### src/rtl/tmr_pkg.sv
package tmr_pkg;

    localparam int CLK_SEL_W = 3;
    localparam int N_SRC     = 2 ** CLK_SEL_W;
    localparam int N_TAPS    = N_SRC - 1;
    localparam int MODE_W    = 8;
    localparam logic [MODE_W-1:0] MODE_RST = 8'h18;

    typedef enum logic [1:0] {
        DIR_SW_UP = 2'b00,
        DIR_SW_DN = 2'b01,
        DIR_HW_A  = 2'b10,
        DIR_HW_B  = 2'b11
    } dir_src_e;

    typedef struct packed {
        logic                 halt_mode;
        dir_src_e             dir_src;
        logic [1:0]           fixed_ones;
        logic [CLK_SEL_W-1:0] clk_sel;
    } mode_t;

    typedef struct packed {
        logic stb;
        logic down;
    } step_t;

    function automatic logic step_down(mode_t m, logic hw_pin);
        logic d;
        case (m.dir_src)
            DIR_SW_UP: d = 1'b0;
            DIR_SW_DN: d = 1'b1;
            default:   d = hw_pin;
        endcase
        return d;
    endfunction

    function automatic mode_t mode_from_bits(logic [MODE_W-1:0] b);
        mode_t m;
        m = mode_t'(b);
        m.fixed_ones = 2'b11;
        return m;
    endfunction

endpackage

### src/rtl/tmr_ctrl_regs.sv
module tmr_ctrl_regs
    import tmr_pkg::*;
(
    input  logic              clk,
    input  logic              rst,
    input  logic              mode_we,
    input  logic [MODE_W-1:0] mode_wd,
    input  logic              stby_we,
    input  logic              stby_wd,
    input  logic              ien_we,
    input  logic              ien_wd,
    output mode_t             mode_q,
    output logic              run_q,
    output logic              ien_q
);

    always_ff @(posedge clk) begin
        if (rst) begin
            mode_q <= mode_t'(MODE_RST);
            run_q  <= 1'b1;
            ien_q  <= 1'b0;
        end else begin
            if (mode_we) mode_q <= mode_from_bits(mode_wd);
            if (stby_we) run_q  <= stby_wd;
            if (ien_we)  ien_q  <= ien_wd;
        end
    end

endmodule

### src/rtl/tmr_step_sel.sv
module tmr_step_sel
    import tmr_pkg::*;
(
    input  logic              run,
    input  mode_t             mode,
    input  logic [N_TAPS-1:0] tap_stb,
    input  logic              ext_stb,
    input  logic              hw_down,
    output step_t             step
);

    logic [N_SRC-1:0] src;

    for (genvar i = 0; i < N_SRC; i++) begin : g_src
        if (i < N_TAPS) begin : g_tap
            assign src[i] = tap_stb[i];
        end else begin : g_ext
            assign src[i] = ext_stb;
        end
    end

    always_comb begin
        step.stb  = run && !mode.halt_mode && src[mode.clk_sel];
        step.down = step_down(mode, hw_down);
    end

endmodule

### src/rtl/tmr_counter.sv
module tmr_counter
    import tmr_pkg::*;
#(
    parameter int CNT_W = 8
) (
    input  logic             clk,
    input  logic             rst,
    input  step_t            step,
    output logic [CNT_W-1:0] count,
    output logic             wrap
);

    localparam logic [CNT_W-1:0] CNT_MAX = '1;
    localparam logic [CNT_W-1:0] CNT_ONE = CNT_W'(1);

    always_comb begin
        wrap = step.stb && (step.down ? (count == '0) : (count == CNT_MAX));
    end

    always_ff @(posedge clk) begin
        if (rst) begin
            count <= '0;
        end else if (step.stb) begin
            count <= step.down ? (count - CNT_ONE) : (count + CNT_ONE);
        end
    end

endmodule

### src/rtl/tmr_wrap_flag.sv
module tmr_wrap_flag (
    input  logic clk,
    input  logic rst,
    input  logic run,
    input  logic wrap,
    input  logic clr_req,
    output logic flag
);

    always_ff @(posedge clk) begin
        if (rst) begin
            flag <= 1'b0;
        end else if (wrap) begin
            flag <= 1'b1;
        end else if (clr_req && run) begin
            flag <= 1'b0;
        end
    end

endmodule

### src/rtl/updn_interval_timer.sv
module updn_interval_timer
    import tmr_pkg::*;
#(
    parameter int CNT_W = 8
) (
    input  logic              clk,
    input  logic              rst,
    input  logic              mode_we,
    input  logic [7:0]        mode_wd,
    output logic [7:0]        mode_o,
    input  logic              stby_we,
    input  logic              stby_wd,
    output logic              run_o,
    input  logic              ien_we,
    input  logic              ien_wd,
    output logic              ien_o,
    input  logic              flag_clr,
    output logic              flag_o,
    output logic              irq_o,
    input  logic [6:0]        tap_stb,
    input  logic              ext_stb,
    input  logic              hw_down,
    output logic [CNT_W-1:0]  count_o
);

    mode_t mode_q;
    logic  run_q;
    logic  ien_q;
    step_t step;
    logic  wrap;
    logic  flag_q;

    tmr_ctrl_regs i_regs (
        .clk     (clk),
        .rst     (rst),
        .mode_we (mode_we),
        .mode_wd (mode_wd),
        .stby_we (stby_we),
        .stby_wd (stby_wd),
        .ien_we  (ien_we),
        .ien_wd  (ien_wd),
        .mode_q  (mode_q),
        .run_q   (run_q),
        .ien_q   (ien_q)
    );

    tmr_step_sel i_sel (
        .run     (run_q),
        .mode    (mode_q),
        .tap_stb (tap_stb),
        .ext_stb (ext_stb),
        .hw_down (hw_down),
        .step    (step)
    );

    tmr_counter #(.CNT_W(CNT_W)) i_cnt (
        .clk   (clk),
        .rst   (rst),
        .step  (step),
        .count (count_o),
        .wrap  (wrap)
    );

    tmr_wrap_flag i_flag (
        .clk     (clk),
        .rst     (rst),
        .run     (run_q),
        .wrap    (wrap),
        .clr_req (flag_clr),
        .flag    (flag_q)
    );

    assign mode_o = mode_q;
    assign run_o  = run_q;
    assign ien_o  = ien_q;
    assign flag_o = flag_q;
    assign irq_o  = flag_q && ien_q;

endmodule

### config.mk
export PLATFORM = sky130hd
export DESIGN_NAME = updn_interval_timer
export DESIGN_NICKNAME = d
export VERILOG_FILES = /design/src/rtl/tmr_pkg.sv /design/src/rtl/tmr_ctrl_regs.sv /design/src/rtl/tmr_step_sel.sv /design/src/rtl/tmr_counter.sv /design/src/rtl/tmr_wrap_flag.sv /design/src/rtl/updn_interval_timer.sv
export SDC_FILE = /design/constraint.sdc
export NUM_CORES = 1
export LEC_CHECK = 0
export ABC_CLOCK_PERIOD_IN_PS = 2550
export BUFFER_PORTS_ARGS = -buffer_cell sky130_fd_sc_hd__buf_4
export CORE_MARGIN = 4
export CORE_UTILIZATION = 40
export CTS_CLUSTER_DIAMETER = 200
export DETAILED_ROUTE_END_ITERATION = 12
export PLACE_DENSITY = 0.78
export SYNTH_ARGS = -nofsm -noshare
export SYNTH_HDL_FRONTEND = slang
export SYNTH_SLANG_ARGS = --single-unit
### constraint.sdc
create_clock -name clk -period 2.55 [get_ports clk]
set_clock_uncertainty 0.1 [all_clocks]
set_input_delay 0.51 -clock clk [delete_from_list [all_inputs] [get_ports clk]]
set_output_delay 0.51 -clock clk [all_outputs]
set_load 0.02 [all_outputs]
## Yosys cells after proc, flatten, opt, wreduce, memory -nomap -nowiden

Cells that the tools add are included.

- Add/sub/neg operators: 2
- $lt $le $gt $ge: 1
- Equal/unequal tests: 2
- Muxes and demuxes: 7
- Reductions and logical operators: 9

Operators by type and width:

| kind | number |
|---|---|
| adder 8 x 1 -> 8 bit, second input constant | 1 |
| equality test 8 bit, second input constant | 1 |
| logical NOT 8 bit | 1 |
| 2-to-1 mux 8 bit | 1 |
| subtractor 8 x 1 -> 8 bit, second input constant | 1 |
| logical AND 1 bit | 5 |
| less-than comparator 3 x 4 -> 1 bit, second input constant | 1 |
| 2-to-1 mux 1 bit | 4 |
| binary-select mux 1 bit (select 3 bit) | 1 |
| equality test 2 x 1 -> 1 bit, second input constant | 1 |
| logical NOT 2 bit | 1 |
| case mux 1 bit (2 select lines) | 1 |
| nonzero test 2 bit | 1 |
| logical NOT 1 bit | 1 |

- Register bits after elaboration: 17
- Input bits: 25
- Output and inout bits: 20
- Word-level logic and storage cells: 28

## Logic depth before layout (Yosys ltp)

Gate-level depths: netlist (run 1).

- Word-level depth: 5
- Mapped depth: 8
- Mapped depth without buffers: 8

## Hierarchy

Synthesis (run 1) repeated with hierarchy kept, for this count alone.

- Cells, all modules: 123
- Area total of the unflattened synthesis: 1,094.8 um2

By module, submodules not included:

| module | instances | cells an instance | area an instance (um2) |
|---|---|---|---|
| tmr_counter | 1 | 80 | 644.4 |
| tmr_ctrl_regs | 1 | 29 | 305.3 |
| tmr_step_sel | 1 | 9 | 96.3 |
| tmr_wrap_flag | 1 | 4 | 42.5 |
| updn_interval_timer | 1 | 1 | 6.3 |

## Least setup slack after synthesis (run 1)

No wires, ideal clock.

- Path type: flip-flop to flip-flop
- Start: register, netlist name i_regs.mode_q[6]
- End: register i_cnt.count[7]
- Library setup time: 0.121 ns
- Arrival time: 2.517 ns
- Required time: 2.329 ns
- Path slack: -0.188 ns
- Cell stages (with the launch flop): 9
- Period minus slack after synthesis: 2.738 ns
- Cell sequence: dfxtp_1 > mux2i_1 > inv_1 > ha_1 > a211oi_1 > o21ai_0 > a311o_1 > a21oi_1 > mux2_2

- Word-level cells in the longest chain between the ends: 3

RTL lines:

| item | RTL line | source |
|---|---|---|
| equality test 2 x 1 -> 1 bit or logical NOT 2 bit (tied branches) | tmr_pkg.sv:30 | `case (m.dir_src)` |
| case mux 1 bit (2 select lines) * | tmr_pkg.sv:30 |  |
| 2-to-1 mux 8 bit * | tmr_counter.sv:24 | `count <= step.down ? (count - CNT_ONE) : (count + CNT_ONE);` |
| end signal, assigned | tmr_counter.sv:24 |  |
| end, declared | tmr_counter.sv:9 | `output logic [CNT_W-1:0] count,` |

Mark *: on every way between the ends. The rest lies on a longest branch, timed or not.
A chain may end at the register's enable or synchronous reset.

## Final worst setup path (run 1)

- Start: register, netlist name i_regs.mode_q[6]
- End: register i_cnt.count[7]

- Word-level cells in the longest chain between the ends: 3

RTL lines:

| item | RTL line |
|---|---|
| equality test 2 x 1 -> 1 bit or logical NOT 2 bit (tied branches) | tmr_pkg.sv:30 |
| case mux 1 bit (2 select lines) * | tmr_pkg.sv:30 |
| 2-to-1 mux 8 bit * | tmr_counter.sv:24 |

Marks and branches as above.

==> results of run 1 <==
==> timing repair <==
action                                  in CTS  in global routing
gates resized for setup                      0                  2
setup buffers                                0                  1
endpoints found under the setup margin       0                  1
==> cell usage in the layout (no fill, tap or decap), drive strengths merged, types with 3 or more instances in the layout <==
master,count
buf,54
dfxtp,17
nor2,15
mux2i,13
a21oi,8
ha,6
nand2,5
inv,5
nor2b,4
xnor2,3
nor3,3
clkbuf,3
==> logic make-up (layout without fill, tap and decap cells) <==
family / after synthesis / count (layout) / share of synthesized area
simple gates: 34 / 34 / 0.157
fa+ha+maj: 7 / 7 / 0.0908
xor+xnor: 4 / 4 / 0.0335
buf+inv: 11 / 63 / 0.0538
other cells: 1 / 2 / 0.00358
mux: 17 / 17 / 0.196
compound gates: 22 / 22 / 0.141
flops: 17 / 17 / 0.325
==> stage by stage <==
stage                     hold slack (ns)  utilization
final                               0.314        0.608
after detailed placement            0.399        0.589
after global placement              0.395        0.589
after floorplan                     0.459            -
after CTS                           0.308        0.600
after global routing                0.314        0.608
==> layout make-up <==
type,instances,share of cell area
Clock buffer,3,0.0150
Clock inverter,1,0.00333
Inverter,5,0.0125
Multi-Input combinational cell,86,0.446
Sequential cell,17,0.229
Tap cell,30,0.0249
Timing Repair Buffer,54,0.269
==> how the worst min path moves through the flow <==
stage                  endpoint  slack [ns]  cells after the start
2_1_floorplan  i_regs.mode_q[6]        0.46                      2
3_3_place_gp       i_regs.ien_q        0.40                      2
3_5_place_dp        i_flag.flag        0.40                      2
4_1_cts            i_regs.run_q        0.31                      2
5_1_grt            i_regs.run_q        0.31                      2
6_report           i_regs.run_q        0.31                      2
==> power groups by stage <==
stage          Combinational (mW)  Sequential (mW)  Clock (mW)
2_1_floorplan               0.162            0.348           0
3_3_place_gp                0.295            0.323           0
3_5_place_dp                0.309            0.325           0
4_1_cts                     0.311            0.319       0.148
5_1_grt                     0.341            0.323       0.160
6_report                    0.313            0.319       0.142
==> sequential cells by signal, indices dropped and copies added, names as in the netlist <==
register       count
i_regs.mode_q      6
i_regs.run_q       1
i_flag.flag        1
i_cnt.count        8
i_regs.ien_q       1
==> critical path: cells and delay by family (launching register included) <==
kind,cells,cell delay (ns)
AOI/OAI and AO/OA,4,0.75
DFF,1,0.38
buffers and inverters,2,0.25
muxes,2,0.57
adders and majority gates,1,0.28
==> layer usage <==
metal	global-route usage	share of wire	vias to the layer above
met3	0.0305	0.073	7
met4	0.0744	0.020	0
met5	0	0	-
met2	0.271	0.46	43
li1	-	-	514
met1	0.202	0.45	458
==> metrics.txt, run 1 <==
syn_area_per_cell between 9 and 10 sq um; Pleak 0.744 nW; outcome finished, final reports clean; width of the die 59.2 um; sequential share of power 0.412; slack of the worst reg-to-reg path about 0.12 ns; setup TNS after final layout 0 ns; CTS H-Tree Depth 1; final worst-path cycle share 0.952; count of final setup violators 0; leading post-synthesis cells by cell area dfxtp_1 32%, mux2i_1 12%, ha_1 7.2%; Core ar. around 0.0025 sq mm; Post-DRT Antenna Nets 0; number of antenna cells inserted 0; CP endpoint i_cnt.count[7]; top-count cell post-synth dfxtp_1; number of design rule violations left after detail routing 0; RSZ-0062 raised after global routing false; top cells by instance count after synthesis 17 x dfxtp_1, 15 x nor2_1, 13 x mux2i_1; CP max stage delay about 0.38 ns; # hold bufs at CTS 0; DP Area approximately 0.0015 sq mm; count of pins over their slew limit 0; Design Power between 700 and 800 uW; maximum fanout along the worst path 5; Die Outline Area approximately 0.0035 sq mm; worst vdd rail ir drop approximately 0.37 mV; crit path time final roughly 2.4 ns; routed via count divided by cell count ~5.2; overflow left after global routing 0; TritonCTS Buffers 3; drt pass-1 iters 4; Total Routed Length around 2.6 mm; data required time at the worst endpoint ~2.6 ns; Post-Syn Area roughly 0.0010 sq mm; count of placed standard cells including taps approximately 190; critical path class reg2reg; MaxCap Viol Count 0; post-DR wirelength/cell between 10 and 15 um; number of standard cells after synthesis between 100 and 150; launch point of the worst hold path stby_wd; aggregate global-route resource usage 0.163; startpoint kind of the worst setup timing path register; endpoint of the worst-slack reg-to-reg timing path i_cnt.count[7]; DIE HEIGHT a little under 60 um; clock power share 0.183; area of the multi-input gates 672 sq um; Synth top area share 0.325; fraction of power consumed by combinational cells 0.404; cell with the biggest individual delay on the critical path dfxtp_4; Arrival @ worst endpoint about 2.5 ns; number of sinks driven by the clock tree 17; most used flip-flop cell after synthesis dfxtp_1; clock latency at the later pin of the worst-skew pair 0.29 ns; first-pass GRT wire length between 4 and 5 mm; Worst Slack Setup Final approximately 0.12 ns; largest area contributor in the synthesized netlist dfxtp_1; Critical path origin i_regs.mode_q[6]; count of unique library cells instantiated by Yosys 35; Layout Cells excl Fill roughly 200; Pwr Density just over 500 mW/mm^2; deepest clock path buffer count 2; proportion of total power due to net switching 0.342; switching power summed over all nets between 200 and 300 uW; Initial DRC Count 19; HPWL reported at the end of detailed placement 2.14 mm; crit path capture type register; Async S/R FF share, synth 0; total via count after detailed routing around 1,000; row count 18; area of all placed cells without fillers roughly 0.0015 sq mm; maximum clock frequency between 0.4 and 0.5 GHz; portion of the post-synthesis area used by sequential elements 0.325; via count of the first global-routing pass ~1,000; PortBufs 40; routability-driven placement congestion ratio 0.812; antenna violations before repair 0; number of endpoints with negative hold slack in the final report 0; fraction of layout instances using a drive strength above 1 0.404; largest net degree at the start of global routing 19; TritonCTS clock tree built; clock-pin slew reported for the worst setup and hold paths after clock tree synthesis approximately 0.10 ns; Area Growth Syn to Fin 43.7%; number of flops mapped to enable cells by yosys 0; buffer type at the clock tree root clkbuf_4; total area of sequential cells approximately 340 sq um; number of fill cells between 200 and 250; launch point of the worst reg-to-reg path i_regs.mode_q[6]; starting density of the core 0.423; Min-Delay Path Class in2reg; cell-by-cell listing of the critical path mux2i_4 -> inv_2 -> buf_4 -> ha_1 -> o211ai_1 -> o21ai_1 -> a311o_1 -> a21oi_1 -> mux2_2; pre-CTS setup slack -0.139 ns; FF+latch count, synth 17; R2R cell count 9; Top Ports 45; warning count from the yosys run 0; internal power component about 510 uW; Nets about 200
Note: power is estimated with default switching activity, not from simulation.
==> run 2, diff against run 1 <==
--- a/config.mk
+++ b/config.mk
@@ -11,7 +11,7 @@
 export CORE_UTILIZATION = 40
 export CTS_CLUSTER_DIAMETER = 200
 export DETAILED_ROUTE_END_ITERATION = 12
-export PLACE_DENSITY = 0.78
+export PLACE_DENSITY = 0.74
 export SYNTH_ARGS = -nofsm -noshare
 export SYNTH_HDL_FRONTEND = slang
 export SYNTH_SLANG_ARGS = --single-unit
==> run 2 against run 1 <==
Compared with the run above:
- core utilization down 0.91 points
- die area unchanged
- clock-buffer cell count up 1
- register-to-register slack about the same
- cell area fell by 1.5%
- critical path type unchanged
- critical endpoint unchanged
- non-clock buffer count decreased by 3
- hold slack gained 0.0090 ns
- maximum frequency decreased by 0.61%
- sequential share of layout area is 0.18 points higher
- worst setup slack worse by 0.015 ns
- sequential power about the same
- power decreased by 1.2%
==> metrics.txt, run 2 (synthesis results as in run 1) <==
outcome finished, final reports clean; width of the die 59.2 um (unchanged); final core utilization 0.598 (-0.00909); Design Power 764 uW (-1.2%); routability-driven placement congestion ratio 0.777 (-4.2%); Nets 196 (-1.5%); worst vdd rail ir drop 0.395 mV (+5.5%); data required time at the worst endpoint 2.63 ns (about the same); Post-DRT Antenna Nets 0 (unchanged); Layout Cells excl Fill 193 (-1.5%); number of endpoints with negative hold slack in the final report 0 (unchanged); worst hold margin 0.323 ns (+0.00903 ns); PortBufs 40 (unchanged); aggregate global-route resource usage 0.166 (+0.00324); Initial DRC Count 16 (-3); fraction of layout instances using a drive strength above 1 0.393 (-0.0110); count of pins over their slew limit 0 (unchanged); number of design rule violations left after detail routing 0 (unchanged); number of antenna cells inserted 0 (unchanged); HPWL reported at the end of detailed placement 2.14 mm (+0.26%); clock latency at the later pin of the worst-skew pair 0.28 ns (about the same); critical path class reg2reg; registers with the highest flip-flop counts i_cnt.count (8), i_regs.mode_q (6); MaxCap Viol Count 0 (unchanged); startpoint kind of the worst setup timing path register; Top Ports 45 (unchanged); antenna violations before repair 0 (unchanged); Pwr Density 516 mW/mm^2 (+0.35%); post-DR wirelength/cell 13.6 um (+2.7%); CP max stage delay 0.36 ns (-0.02 ns); first-pass GRT wire length 4.44 mm (+1.3%); buffer type at the clock tree root clkbuf_4; Pleak 0.722 nW (-3.0%); crit path capture type register; # hold bufs at CTS 0 (unchanged); total via count after detailed routing 1,017 (-0.49%); crit path time final 2.44 ns (+0.0148 ns); Core ar. 0.00248 sq mm (unchanged); CP Buf/Inv Count 1 (-1); largest net degree at the start of global routing 19 (unchanged); via count of the first global-routing pass 1,017 (-2.5%); routed via count divided by cell count 5.27 (+1.1%); Arrival @ worst endpoint 2.53 ns (about the same); overflow left after global routing 0 (unchanged); count of placed standard cells including taps 189 (-1.0%); DIE HEIGHT 59.2 um (unchanged); maximum fanout along the worst path 5 (unchanged); clock-pin slew reported for the worst setup and hold paths after clock tree synthesis 0.09 ns (about the same); RSZ-0062 raised after global routing false; number of sinks driven by the clock tree 17 (unchanged); count of final setup violators 0 (unchanged); TritonCTS Buffers 3 (unchanged); Min-Delay Path Class in2reg; most common cell after layout, fill and taps aside buf_4; CTS H-Tree Depth 1 (unchanged); starting density of the core 0.423 (unchanged); Largest register FFs 8 (unchanged); most frequent cells in the layout 51 x buf_4, 16 x dfxtp_1, 15 x nor2_1; maximum clock frequency 0.409 GHz (-0.61%); final worst-path cycle share 0.958 (+0.00580); setup TNS after final layout 0 ns (unchanged); register name with the most flops i_cnt.count; cell-by-cell listing of the critical path mux2i_2 -> inv_2 -> ha_1 -> a211oi_2 -> o21ai_1 -> a311o_1 -> a21oi_1 -> mux2_2; cell with the biggest individual delay on the critical path dfxtp_2; row count 18 (unchanged); crit-path leading delay family compound AO/OA/AOI/OAI gates; TritonCTS clock tree built; Area Growth Syn to Fin 41.6%; Total Routed Length 2.62 mm (+1.1%); deepest clock path buffer count 2 (unchanged); Die Outline Area 0.00350 sq mm (unchanged); drt pass-1 iters 3 (-1)
-- run 2: metrics by stage --
| stage | cell area (sq um) | worst slack, ns |
|---|---|---|
| 2_1_floorplan | 1060 | 0.0122 |
| 5_1_grt | 1480 | 0.00365 |
| 6_report | 1480 | 0.107 |
| 3_5_place_dp | 1440 | -0.136 |
| 3_3_place_gp | 1440 | -0.0849 |
| 4_1_cts | 1470 | 0.0686 |
-- run 2: path summary, 6_finish.rpt --
path | startpoint | end | slack (ns) | cells after the start
setup / recovery | i_regs.mode_q[6] | i_cnt.count[7] | 0.11 | 8
hold / removal | stby_wd | i_regs.run_q | 0.32 | 2
setup reg to reg | i_regs.mode_q[6] | i_cnt.count[7] | 0.11 | 8
hold reg to reg | i_cnt.count[6] | i_cnt.count[6] | 0.42 | 2
-- run 2: repair_timing --
action,CTS,global route
setup buffers,0,0
gates resized for setup,0,1
endpoints found under the setup margin,0,1
-- run 2: report_power, final --
part           switching, mW  leakage, nW  internal [mW]
clock network         0.0789       0.0150         0.0607
registers             0.0326        0.140          0.289
logic                  0.146        0.567          0.157
total                  0.257        0.722          0.507
-- run 2: worst register-to-register path, stage by stage, from the launching register on --
cell	delay, ns
dfxtp_2	0.36
mux2i_2	0.25
inv_2	0.11
ha_1	0.33
a211oi_2	0.23
o21ai_1	0.11
a311o_1	0.36
a21oi_1	0.16
mux2_2	0.34
-- run 2: layout make-up --
class                           count  area, sq um
Tap cell                           30         37.5
Sequential cell                    17          342
Clock buffer                        4         26.3
Inverter                            5         18.8
Timing Repair Buffer               51          383
Multi-Input combinational cell     86          676
Fill cell                         223          995
-- run 2: per-layer routing --
layer / global-route usage / vias up / wire length [um]
met4: 0.0712 / 0 / 38
met3: 0.0327 / 4 / 188
met2: 0.287 / 38 / 1280
met1: 0.199 / 469 / 1110
met5: 0 / - / 0
li1: - / 506 / -
==> run 3, diff against run 2 <==
--- a/config.mk
+++ b/config.mk
@@ -8,10 +8,11 @@
 export ABC_CLOCK_PERIOD_IN_PS = 2550
 export BUFFER_PORTS_ARGS = -buffer_cell sky130_fd_sc_hd__buf_4
 export CORE_MARGIN = 4
-export CORE_UTILIZATION = 40
+export CORE_UTILIZATION = 35
 export CTS_CLUSTER_DIAMETER = 200
 export DETAILED_ROUTE_END_ITERATION = 12
-export PLACE_DENSITY = 0.74
+export PLACE_DENSITY = 0.66
 export SYNTH_ARGS = -nofsm -noshare
 export SYNTH_HDL_FRONTEND = slang
 export SYNTH_SLANG_ARGS = --single-unit
+export TNS_END_PERCENT = 100
==> run 3 against run 2 <==
Compared with the run above:
- first-iteration DRC count rose by 140%
- register-to-register slack lost 0.02 ns
- power about the same
- non-clock buffer count increased by 3
- maximum frequency decreased by 0.84%
- core utilization is 6.0 points lower
==> metrics.txt, run 3 (synthesis results as in run 1) <==
sequential share of power 0.420 (about the same); Core ar. 0.00281 sq mm (+13%); Pleak 0.744 nW (+2.9%); maximum clock frequency 0.406 GHz (-0.84%); HPWL reported at the end of detailed placement 2.03 mm (-5.0%); hold depth 2 (unchanged); DIE HEIGHT 62.7 um (+6.0%); most frequent cells in the layout 54 x buf_4, 16 x dfxtp_1, 15 x nor2_1; RSZ-0062 raised after global routing false; number of antenna cells inserted 0 (unchanged); cell-by-cell listing of the critical path mux2i_4 -> inv_2 -> ha_1 -> a211oi_2 -> o21ai_1 -> a311o_1 -> a21oi_2 -> mux2_2; Post-DRT Antenna Nets 0 (unchanged); Nets 199 (+1.5%); most common cell after layout, fill and taps aside buf_4; number of cells on the critical path 8 (unchanged); row count 19 (+1); fraction of layout instances using a drive strength above 1 0.410 (+0.0170); final worst-path cycle share 0.966 (+0.00809); switching power summed over all nets 256 uW (-0.61%); registers with the highest flip-flop counts i_cnt.count (8), i_regs.mode_q (6); clock-pin slew reported for the worst setup and hold paths after clock tree synthesis 0.10 ns (about the same); crit path time final 2.46 ns (+0.0206 ns); worst vdd rail ir drop 0.269 mV (-32%); MaxCap Viol Count 0 (unchanged); crit path capture type register; CP max stage delay 0.39 ns (+0.03 ns); Area Growth Syn to Fin 44.2%; R2R cell count 8 (unchanged); Layout Cells excl Fill 197 (+2.1%); cell with the biggest individual delay on the critical path dfxtp_4; internal power component 509 uW (+0.26%); count of pins over their slew limit 0 (unchanged); # hold bufs at CTS 0 (unchanged); first-pass GRT wire length 4.37 mm (-1.7%); starting density of the core 0.373 (-0.0494); worst hold margin 0.327 ns (+0.00407 ns); overflow left after global routing 0 (unchanged); TritonCTS clock tree built; buffer type at the clock tree root clkbuf_4; aggregate global-route resource usage 0.133 (-0.0328); Pwr Density 506 mW/mm^2 (-1.9%); clock latency at the later pin of the worst-skew pair 0.28 ns (about the same); number of endpoints with negative hold slack in the final report 0 (unchanged); proportion of total power due to net switching 0.334 (-0.00194); startpoint kind of the worst setup timing path register; via count of the first global-routing pass 1,013 (-0.39%); number of design rule violations left after detail routing 0 (unchanged); data required time at the worst endpoint 2.63 ns (about the same); critical path class reg2reg; number of fill cells 272 (+22%); drt pass-1 iters 4 (+1); outcome finished, final reports clean; maximum fanout along the worst path 5 (unchanged); Initial DRC Count 39 (+23); post-DR wirelength/cell 12.5 um (-7.7%); Die Outline Area 0.00393 sq mm (+12%); deepest clock path buffer count 2 (unchanged); fraction of power consumed by combinational cells 0.399 (+0.003); final core utilization 0.538 (-0.0601); Min-Delay Path Class in2reg; width of the die 62.7 um (+6.0%); CP Buf/Inv Count 1 (unchanged); Largest register FFs 8 (unchanged); count of placed standard cells including taps 192 (+1.6%); antenna violations before repair 0 (unchanged); crit-path leading delay family compound AO/OA/AOI/OAI gates; Top Ports 45 (unchanged); routability-driven placement congestion ratio 0.808 (+4.0%); count of final setup violators 0 (unchanged); total via count after detailed routing 988 (-2.9%); Total Routed Length 2.47 mm (-5.8%); setup TNS after final layout 0 ns (unchanged); number of sinks driven by the clock tree 17 (unchanged); largest net degree at the start of global routing 19 (unchanged); Arrival @ worst endpoint 2.55 ns (+0.02 ns); routed via count divided by cell count 5.02 (-4.8%); register name with the most flops i_cnt.count; clock power share 0.182 (about the same); PortBufs 40 (unchanged); TritonCTS Buffers 3 (unchanged); CTS H-Tree Depth 1 (unchanged)
run 3: changes by cell type in the layout (fill, tap and decap cells not counted), sizes merged:
cell	before	now
clkbuf	4	3
buf	51	54
clkinv	0	1
run 3: per-stage QoR:
step / power, mW / cell area (sq um) / setup WS, ns
after floorplan: 0.510 / 1060 / 0.0122
after global placement: 0.619 / 1460 / -0.102
after detailed placement: 0.628 / 1460 / -0.149
after CTS: 0.771 / 1490 / 0.0434
after global routing: 0.823 / 1510 / 0.00688
final: 0.764 / 1510 / 0.0866
run 3: worst paths after layout:
check                                       to  slack [ns]              from
worst max-delay path            i_cnt.count[7]        0.09  i_regs.mode_q[6]
worst min-delay path              i_regs.run_q        0.33           stby_wd
worst max register to register  i_cnt.count[7]        0.09  i_regs.mode_q[6]
worst min register to register     i_flag.flag        0.42       i_flag.flag
run 3: what timing repair did:
action,4_1_cts,5_1_grt
gates resized for setup,0,3
buffers inserted,0,1
endpoints found under the setup margin,0,1
run 3: power groups by stage:
stage | Clock (mW) | Combinational, mW | Sequential, mW
2_1_floorplan | 0 | 0.162 | 0.348
3_3_place_gp | 0 | 0.294 | 0.326
3_5_place_dp | 0 | 0.301 | 0.327
4_1_cts | 0.148 | 0.303 | 0.321
5_1_grt | 0.161 | 0.336 | 0.326
6_report | 0.139 | 0.305 | 0.321
run 3: layout make-up:
type,count,area [sq um],area share
multi-input cells,86,676,0.447
flip-flops and latches,17,344,0.228
repair buffers,54,405,0.268
clock buffers,3,22.5,0.0149
inverters,5,18.8,0.0124
well taps,31,38.8,0.0257
clock inverters,1,5.00,0.00331
run 3: metal layers:
layer  track usage  vias to the layer above  share of wire
met5             0                        -              0
met2         0.224                       33           0.46
met4        0.0413                        0         0.0041
met3        0.0270                        2          0.068
li1              -                      509              -
met1         0.170                      444           0.46
